### src/rtl/sc_txend_pkg.sv
package sc_txend_pkg;
   typedef enum logic [1:0] {
      DLY_NORMAL = 2'd0,
      DLY_BLOCK  = 2'd1,
      DLY_GUARD  = 2'd2
   } dly_sel_e;

   localparam int unsigned RD_BIT_TDRE = 0;
   localparam int unsigned RD_BIT_TEND = 1;
   localparam int unsigned RD_BIT_PERR = 2;
   localparam int unsigned STATUS_W    = 3;

   function automatic dly_sel_e pick_delay(input logic guard, input logic blk);
      if (guard)    return DLY_GUARD;
      else if (blk) return DLY_BLOCK;
      else          return DLY_NORMAL;
   endfunction
endpackage

### src/rtl/sc_etu_delay_timer.sv
module sc_etu_delay_timer
   import sc_txend_pkg::*;
#(
   parameter int unsigned CNT_W       = 4,
   parameter int unsigned HALF_NORMAL = 5,
   parameter int unsigned HALF_BLOCK  = 3,
   parameter int unsigned HALF_GUARD  = 2,
   parameter bit          LATCH_MODE  = 1'b1
) (
   input  logic clk,
   input  logic rst_n,
   input  logic char_start,
   input  logic half_etu_tick,
   input  logic guard_mode,
   input  logic block_mode,
   output logic expire
);
   localparam int unsigned CNT_MAX = (1 << CNT_W) - 1;

   generate
      if (HALF_NORMAL == 0 || HALF_BLOCK == 0 || HALF_GUARD == 0) begin : g_bad_zero
         $error("sc_etu_delay_timer: delays must be non-zero");
      end
      if (HALF_NORMAL > CNT_MAX || HALF_BLOCK > CNT_MAX || HALF_GUARD > CNT_MAX) begin : g_bad_width
         $error("sc_etu_delay_timer: CNT_W too narrow for a delay");
      end
   endgenerate

   logic [CNT_W-1:0] cnt_q;
   logic [CNT_W-1:0] cnt_nx;
   logic             active_q;
   dly_sel_e         sel_q;
   dly_sel_e         sel_use;
   logic [CNT_W-1:0] target;

   generate
      if (LATCH_MODE) begin : g_latched
         always_ff @(posedge clk or negedge rst_n) begin
            if (!rst_n)          sel_q <= DLY_NORMAL;
            else if (char_start) sel_q <= pick_delay(guard_mode, block_mode);
         end
         assign sel_use = sel_q;
      end else begin : g_live
         assign sel_q   = DLY_NORMAL;
         assign sel_use = pick_delay(guard_mode, block_mode);
      end
   endgenerate

   always_comb begin
      unique case (sel_use)
         DLY_GUARD: target = CNT_W'(HALF_GUARD);
         DLY_BLOCK: target = CNT_W'(HALF_BLOCK);
         default:   target = CNT_W'(HALF_NORMAL);
      endcase
   end

   assign cnt_nx = cnt_q + 1'b1;
   assign expire = active_q && half_etu_tick && !char_start && (cnt_nx == target);

   always_ff @(posedge clk or negedge rst_n) begin
      if (!rst_n) begin
         cnt_q    <= '0;
         active_q <= 1'b0;
      end else if (char_start) begin
         cnt_q    <= '0;
         active_q <= 1'b1;
      end else if (active_q && half_etu_tick) begin
         cnt_q <= cnt_nx;
         if (cnt_nx == target) active_q <= 1'b0;
      end
   end

   AST_EXPIRE_ENDS_RUN: assert property (@(posedge clk) disable iff (!rst_n)
      expire |=> !active_q);
   AST_START_RESTARTS: assert property (@(posedge clk) disable iff (!rst_n)
      char_start |=> (active_q && cnt_q == '0));
endmodule

### src/rtl/sc_sticky_flag.sv
module sc_sticky_flag #(
   parameter bit RST_VAL = 1'b0
) (
   input  logic clk,
   input  logic rst_n,
   input  logic set_i,
   input  logic arm_rd_i,
   input  logic wr_i,
   input  logic wr_zero_i,
   input  logic clr_direct_i,
   output logic flag_o
);
   logic armed_q;
   logic clr;

   assign clr = (wr_i && wr_zero_i && armed_q) || clr_direct_i;

   always_ff @(posedge clk or negedge rst_n) begin
      if (!rst_n)        armed_q <= 1'b0;
      else if (wr_i)     armed_q <= 1'b0;
      else if (arm_rd_i) armed_q <= 1'b1;
   end

   always_ff @(posedge clk or negedge rst_n) begin
      if (!rst_n)     flag_o <= RST_VAL;
      else if (set_i) flag_o <= 1'b1;
      else if (clr)   flag_o <= 1'b0;
   end

   AST_NO_BLIND_CLEAR: assert property (@(posedge clk) disable iff (!rst_n)
      (flag_o && !armed_q && !clr_direct_i) |=> flag_o);
   AST_SET_WINS: assert property (@(posedge clk) disable iff (!rst_n)
      set_i |=> flag_o);
endmodule

### src/rtl/sc_txend_flags.sv
module sc_txend_flags
   import sc_txend_pkg::*;
#(
   parameter int unsigned CNT_W       = 4,
   parameter int unsigned HALF_NORMAL = 5,
   parameter int unsigned HALF_BLOCK  = 3,
   parameter int unsigned HALF_GUARD  = 2,
   parameter bit          LATCH_MODE  = 1'b1
) (
   input  logic                clk,
   input  logic                rst_n,
   input  logic                tx_en,
   input  logic                err_sig,
   input  logic                tdr_empty,
   input  logic                guard_mode,
   input  logic                block_mode,
   input  logic                char_start,
   input  logic                half_etu_tick,
   input  logic                rx_parity_err,
   input  logic                xfer_load,
   input  logic                rd_en,
   input  logic                wr_en,
   input  logic [STATUS_W-1:0] wr_data,
   output logic [STATUS_W-1:0] rd_data,
   output logic                tx_end,
   output logic                parity_err
);
   logic expire;
   logic tend_set;

   sc_etu_delay_timer #(
      .CNT_W(CNT_W), .HALF_NORMAL(HALF_NORMAL), .HALF_BLOCK(HALF_BLOCK),
      .HALF_GUARD(HALF_GUARD), .LATCH_MODE(LATCH_MODE)
   ) u_timer (
      .clk(clk), .rst_n(rst_n), .char_start(char_start),
      .half_etu_tick(half_etu_tick), .guard_mode(guard_mode),
      .block_mode(block_mode), .expire(expire)
   );

   assign tend_set = (!tx_en && !err_sig) || (expire && !err_sig && tdr_empty);

   sc_sticky_flag #(.RST_VAL(1'b1)) u_tend (
      .clk(clk), .rst_n(rst_n), .set_i(tend_set),
      .arm_rd_i(rd_en && tdr_empty), .wr_i(wr_en),
      .wr_zero_i(!wr_data[RD_BIT_TDRE]), .clr_direct_i(xfer_load),
      .flag_o(tx_end)
   );

   sc_sticky_flag #(.RST_VAL(1'b0)) u_perr (
      .clk(clk), .rst_n(rst_n), .set_i(rx_parity_err),
      .arm_rd_i(rd_en && parity_err), .wr_i(wr_en),
      .wr_zero_i(!wr_data[RD_BIT_PERR]), .clr_direct_i(1'b0),
      .flag_o(parity_err)
   );

   always_comb begin
      rd_data              = '0;
      rd_data[RD_BIT_TDRE] = tdr_empty;
      rd_data[RD_BIT_TEND] = tx_end;
      rd_data[RD_BIT_PERR] = parity_err;
   end

   AST_LEVEL_SET: assert property (@(posedge clk) disable iff (!rst_n)
      (!tx_en && !err_sig) |=> tx_end);
   AST_TIMED_SET: assert property (@(posedge clk) disable iff (!rst_n)
      (expire && !err_sig && tdr_empty) |=> tx_end);
   AST_LOAD_CLEARS: assert property (@(posedge clk) disable iff (!rst_n)
      (xfer_load && tx_en && !expire) |=> !tx_end);
   AST_PERR_CAPTURE: assert property (@(posedge clk) disable iff (!rst_n)
      rx_parity_err |=> parity_err);
   AST_WR1_KEEPS: assert property (@(posedge clk) disable iff (!rst_n)
      (wr_en && wr_data[RD_BIT_PERR] && parity_err) |=> parity_err);
endmodule

### config.mk
export PLATFORM = sky130hd
export DESIGN_NAME = sc_txend_flags
export DESIGN_NICKNAME = d
export VERILOG_FILES = /design/src/rtl/sc_txend_pkg.sv /design/src/rtl/sc_etu_delay_timer.sv /design/src/rtl/sc_sticky_flag.sv /design/src/rtl/sc_txend_flags.sv
export SDC_FILE = /design/constraint.sdc
export NUM_CORES = 1
export LEC_CHECK = 0
export BUFFER_PORTS_ARGS = -buffer_cell sky130_fd_sc_hd__buf_4
export CAP_MARGIN = 30
export CORE_MARGIN = 2
export CORE_UTILIZATION = 35
export DETAILED_ROUTE_END_ITERATION = 10
export MAX_ROUTING_LAYER = met4
export PLACE_DENSITY = 0.71
export SKIP_CTS_REPAIR_TIMING = 1
export SKIP_LAST_GASP = 1
export SLEW_MARGIN = 25
export SYNTH_ARGS = -nofsm -noshare
export SYNTH_HDL_FRONTEND = slang
export SYNTH_SLANG_ARGS = --single-unit
### constraint.sdc
create_clock -name clk -period 1.79 [get_ports clk]
set_clock_uncertainty 0.1 [all_clocks]
set_input_delay 0.358 -clock clk [delete_from_list [all_inputs] [get_ports clk]]
set_output_delay 0.358 -clock clk [all_outputs]
set_load 0.02 [all_outputs]
==> summary.md <==
| Metric | Value |
|---|---|
| Outcome | `complete, no violations` |
| Number of synthesized flops with an enable pin | `0` |
| CTS tree | `done` |
| Seq pwr share | `48.9%` |
| Data required, critical path | `1910 ps` |
| Setup TNS | `0 ps` |
| Power share of the clock group | `30.2%` |
| DR iter-0 viols | `1` |
| Crit path DAT | `1630 ps` |
| Max transition margin | `77.1%` |
| Seq cells post-synth | `11` |
| Top Metal Used | `met4` |
| CP max FO | `6` |
| Crit start category | `register` |
| Metal1 wirelength | `464 µm` |
| Detailed Routing Iterations Pass 1 | `2` |
| Post-synth top flop | `dfrtp_1` |
| Leak | `0.359 nW` |
| Final core utilization | `49.2%` |
| Hold violation total from the final report | `0` |
| Synthesized instance count | `55` |
| Vias in the first global route | `435` |
| Peak VDD IR | `350 µV` |
| Pre-CTS WS | `297 ps` |
| Antenna violations before repair | `0` |
| Number of distinct library cells after synthesis | `25` |
| CP Class | `reg2reg` |
| Worst-Skew Late Latency | `270 ps` |
| Routed vias/inst | `5.19` |
| Inst Count DP | `86` |
| Switching share of power | `28.3%` |
| First-pass GRT wire length | `1870 µm` |
| Hold crit path type | `in2reg` |
| RSZ-0062 raised after global routing | `no` |
| GRT overflow | `0` |
| CORE AREA | `1510 µm²` |
| Switching power | `0.165 mW` |
| Max Root-Sink Buffers | `2` |
| IO Count | `21` |
| Cts bufs inserted | `3` |
| Top cells by area, synth | `dfrtp_1 44%, xor2_1 6.2%, dfstp_2 4.6%, a21oi_1 4.4%, ha_1 4.4%` |
| Crit. End Element | `register` |
| Final Critical Period | `1520 ps` |
| H-tree Lvls | `1` |
| Period Utilization, post-route | `84.8%` |
| Max cap viols | `0` |
| DRT Wirelength | `1090 µm` |
| Final Hold Slack | `156 ps` |
| Chip Width | `44.3 µm` |
| P&R area growth vs syn | `30.4%` |
| Die extent in y | `44.3 µm` |
| Finished Cell Area | `741 µm²` |
| Min-delay src | `guard_mode` |
| Ys async rst share | `100%` |
| # setup viols final | `0` |
| Placed instance area | `704 µm²` |
| Met3 routed WL | `66 µm` |
| Slew @ Worst Pin | `343 ps` |
| Reg2Reg Depth | `4` |
| Initial Util | `37.7%` |
| Largest net degree at the start of global routing | `12` |
| Share of the synthesized area in the top cell type | `44.1%` |
| Internal power | `0.418 mW` |
| Hold depth | `2` |
| Post-Syn Nets | `73` |
| Fmax | `659 MHz` |
| R2r endpoint | `u_tend.flag_o` |
| Port bufs | `19` |
| Final setup margin | `273 ps` |
| Remaining antenna violation count after routing | `0` |
| Power Dens Cells | `788 nW/µm²` |
| Vias | `472` |
| Sequential cell area fraction in the yosys report | `48.7%` |
| Area leader, netlist | `dfrtp_1` |
| GRT Total Usage | `14.1%` |
| Number of remaining DRC errors | `0` |
| Final count of pins violating max slew | `0` |
| WL/cell | `11.9 µm` |
| Root Buffer Master | `clkbuf_4` |
| FP Rows | `14` |
| Met2 Wirelength | `528 µm` |
| CTS Sinks | `11` |
| Reg2reg setup slack | `270 ps` |
| Mean area per synthesized cell | `10.3 µm²` |
| RR Startpoint | `u_timer.cnt_q[0]` |
| Layout cell share with drive strength beyond 1 | `34.7%` |
| Mapped Area | `568 µm²` |
| Most numerous cell in the Yosys netlist | `dfrtp_1` |
| # diodes | `0` |
| Layout Cells excl Fill | `91` |
| Routability congestion estimate | `0.772` |
| Comb power frac | `20.8%` |
| CTS clk-pin slew, worst paths | `70 ps` |
| Synth warnings | `0` |
| Synth top cells by count | `10 x dfrtp_1, 5 x a21oi_1, 5 x nor2_1` |
| Final Net Count | `94` |
| Die area | `1960 µm²` |
| Hold worst-path end | `u_timer.sel_q[0]` |
| Power Total | `0.583 mW` |
kinds of logic (layout without fill, tap and decap cells):
logic type                 Yosys count  after routing  share of synthesized area (%)
xor gates and xnor gates             4              4                           6.17
DFF                                 11             11                           48.7
buffers and inverters                7             27                           6.61
AOI/OAI and AO/OA                   12             12                           15.2
adders and majority gates            2              2                           4.40
and+or+nand+nor                     17             17                           15.2
muxes                                2              2                           3.74
final cells by class:
class,instances,area [µm²]
fill,146,766
timing repair buffer,20,153
clock buffer,4,26.3
tap,16,20.0
sequential,11,277
inverter,3,11.3
multi-input combinational,37,254
flip-flops by register name, summed over array words and instances (netlist names):
signal and count:
u_timer.cnt_q 4, u_timer.sel_q 2, u_perr.armed_q 1, u_perr.flag_o 1, u_tend.armed_q 1, u_tend.flag_o 1, u_timer.active_q 1
power by group through the flow:
stage          registers, mW  logic (mW)  clock network [mW]
2_1_floorplan          0.291      0.0710                   0
3_3_place_gp           0.290       0.119                   0
3_5_place_dp           0.290       0.121                   0
4_1_cts                0.286       0.121               0.185
5_1_grt                0.288       0.137               0.189
6_report               0.285       0.122               0.176
worst max path at each step:
stage                startpoint       endpoint  slack, ps  cells after the start
3_5_place_dp   u_timer.cnt_q[0]  u_tend.flag_o        300                      4
6_report       u_timer.cnt_q[0]  u_tend.flag_o        270                      4
2_1_floorplan  u_timer.sel_q[1]  u_tend.flag_o        390                      4
3_3_place_gp   u_timer.sel_q[0]  u_tend.flag_o        290                      5
5_1_grt        u_timer.cnt_q[0]  u_tend.flag_o        150                      4
4_1_cts        u_timer.cnt_q[0]  u_tend.flag_o        270                      4
cell usage in the layout (no fill, tap or decap), drive strengths merged:
| cell | n |
|---|---|
| a2111oi | 1 |
| a21o | 1 |
| a21oi | 5 |
| a31o | 1 |
| a41o | 1 |
| and3b | 1 |
| buf | 19 |
| clkbuf | 4 |
| dfrtp | 10 |
| dfstp | 1 |
| dlygate4sd3 | 1 |
| ha | 2 |
| inv | 3 |
| mux2 | 1 |
| mux2i | 1 |
| nand2 | 3 |
| nand2b | 2 |
| nand3 | 3 |
| nand3b | 1 |
| nand4 | 1 |
| nor2 | 5 |
| o21ai | 1 |
| o22ai | 1 |
| o32ai | 1 |
| or3 | 1 |
| xor2 | 4 |
routing by layer:
layer  up-vias  global-route usage (%)
li1        232                       -
met5         -                       -
met2        14                    20.3
met1       222                    16.3
met3         4                    2.86
met4         0                    12.7
worst max-delay path, cell delays in order (launching register included):
cell      delay, ps
dfrtp_1         460
ha_1            360
nand2b_1        150
mux2i_1         200
a41o_1          200
(Power assumes the default switching activity.)
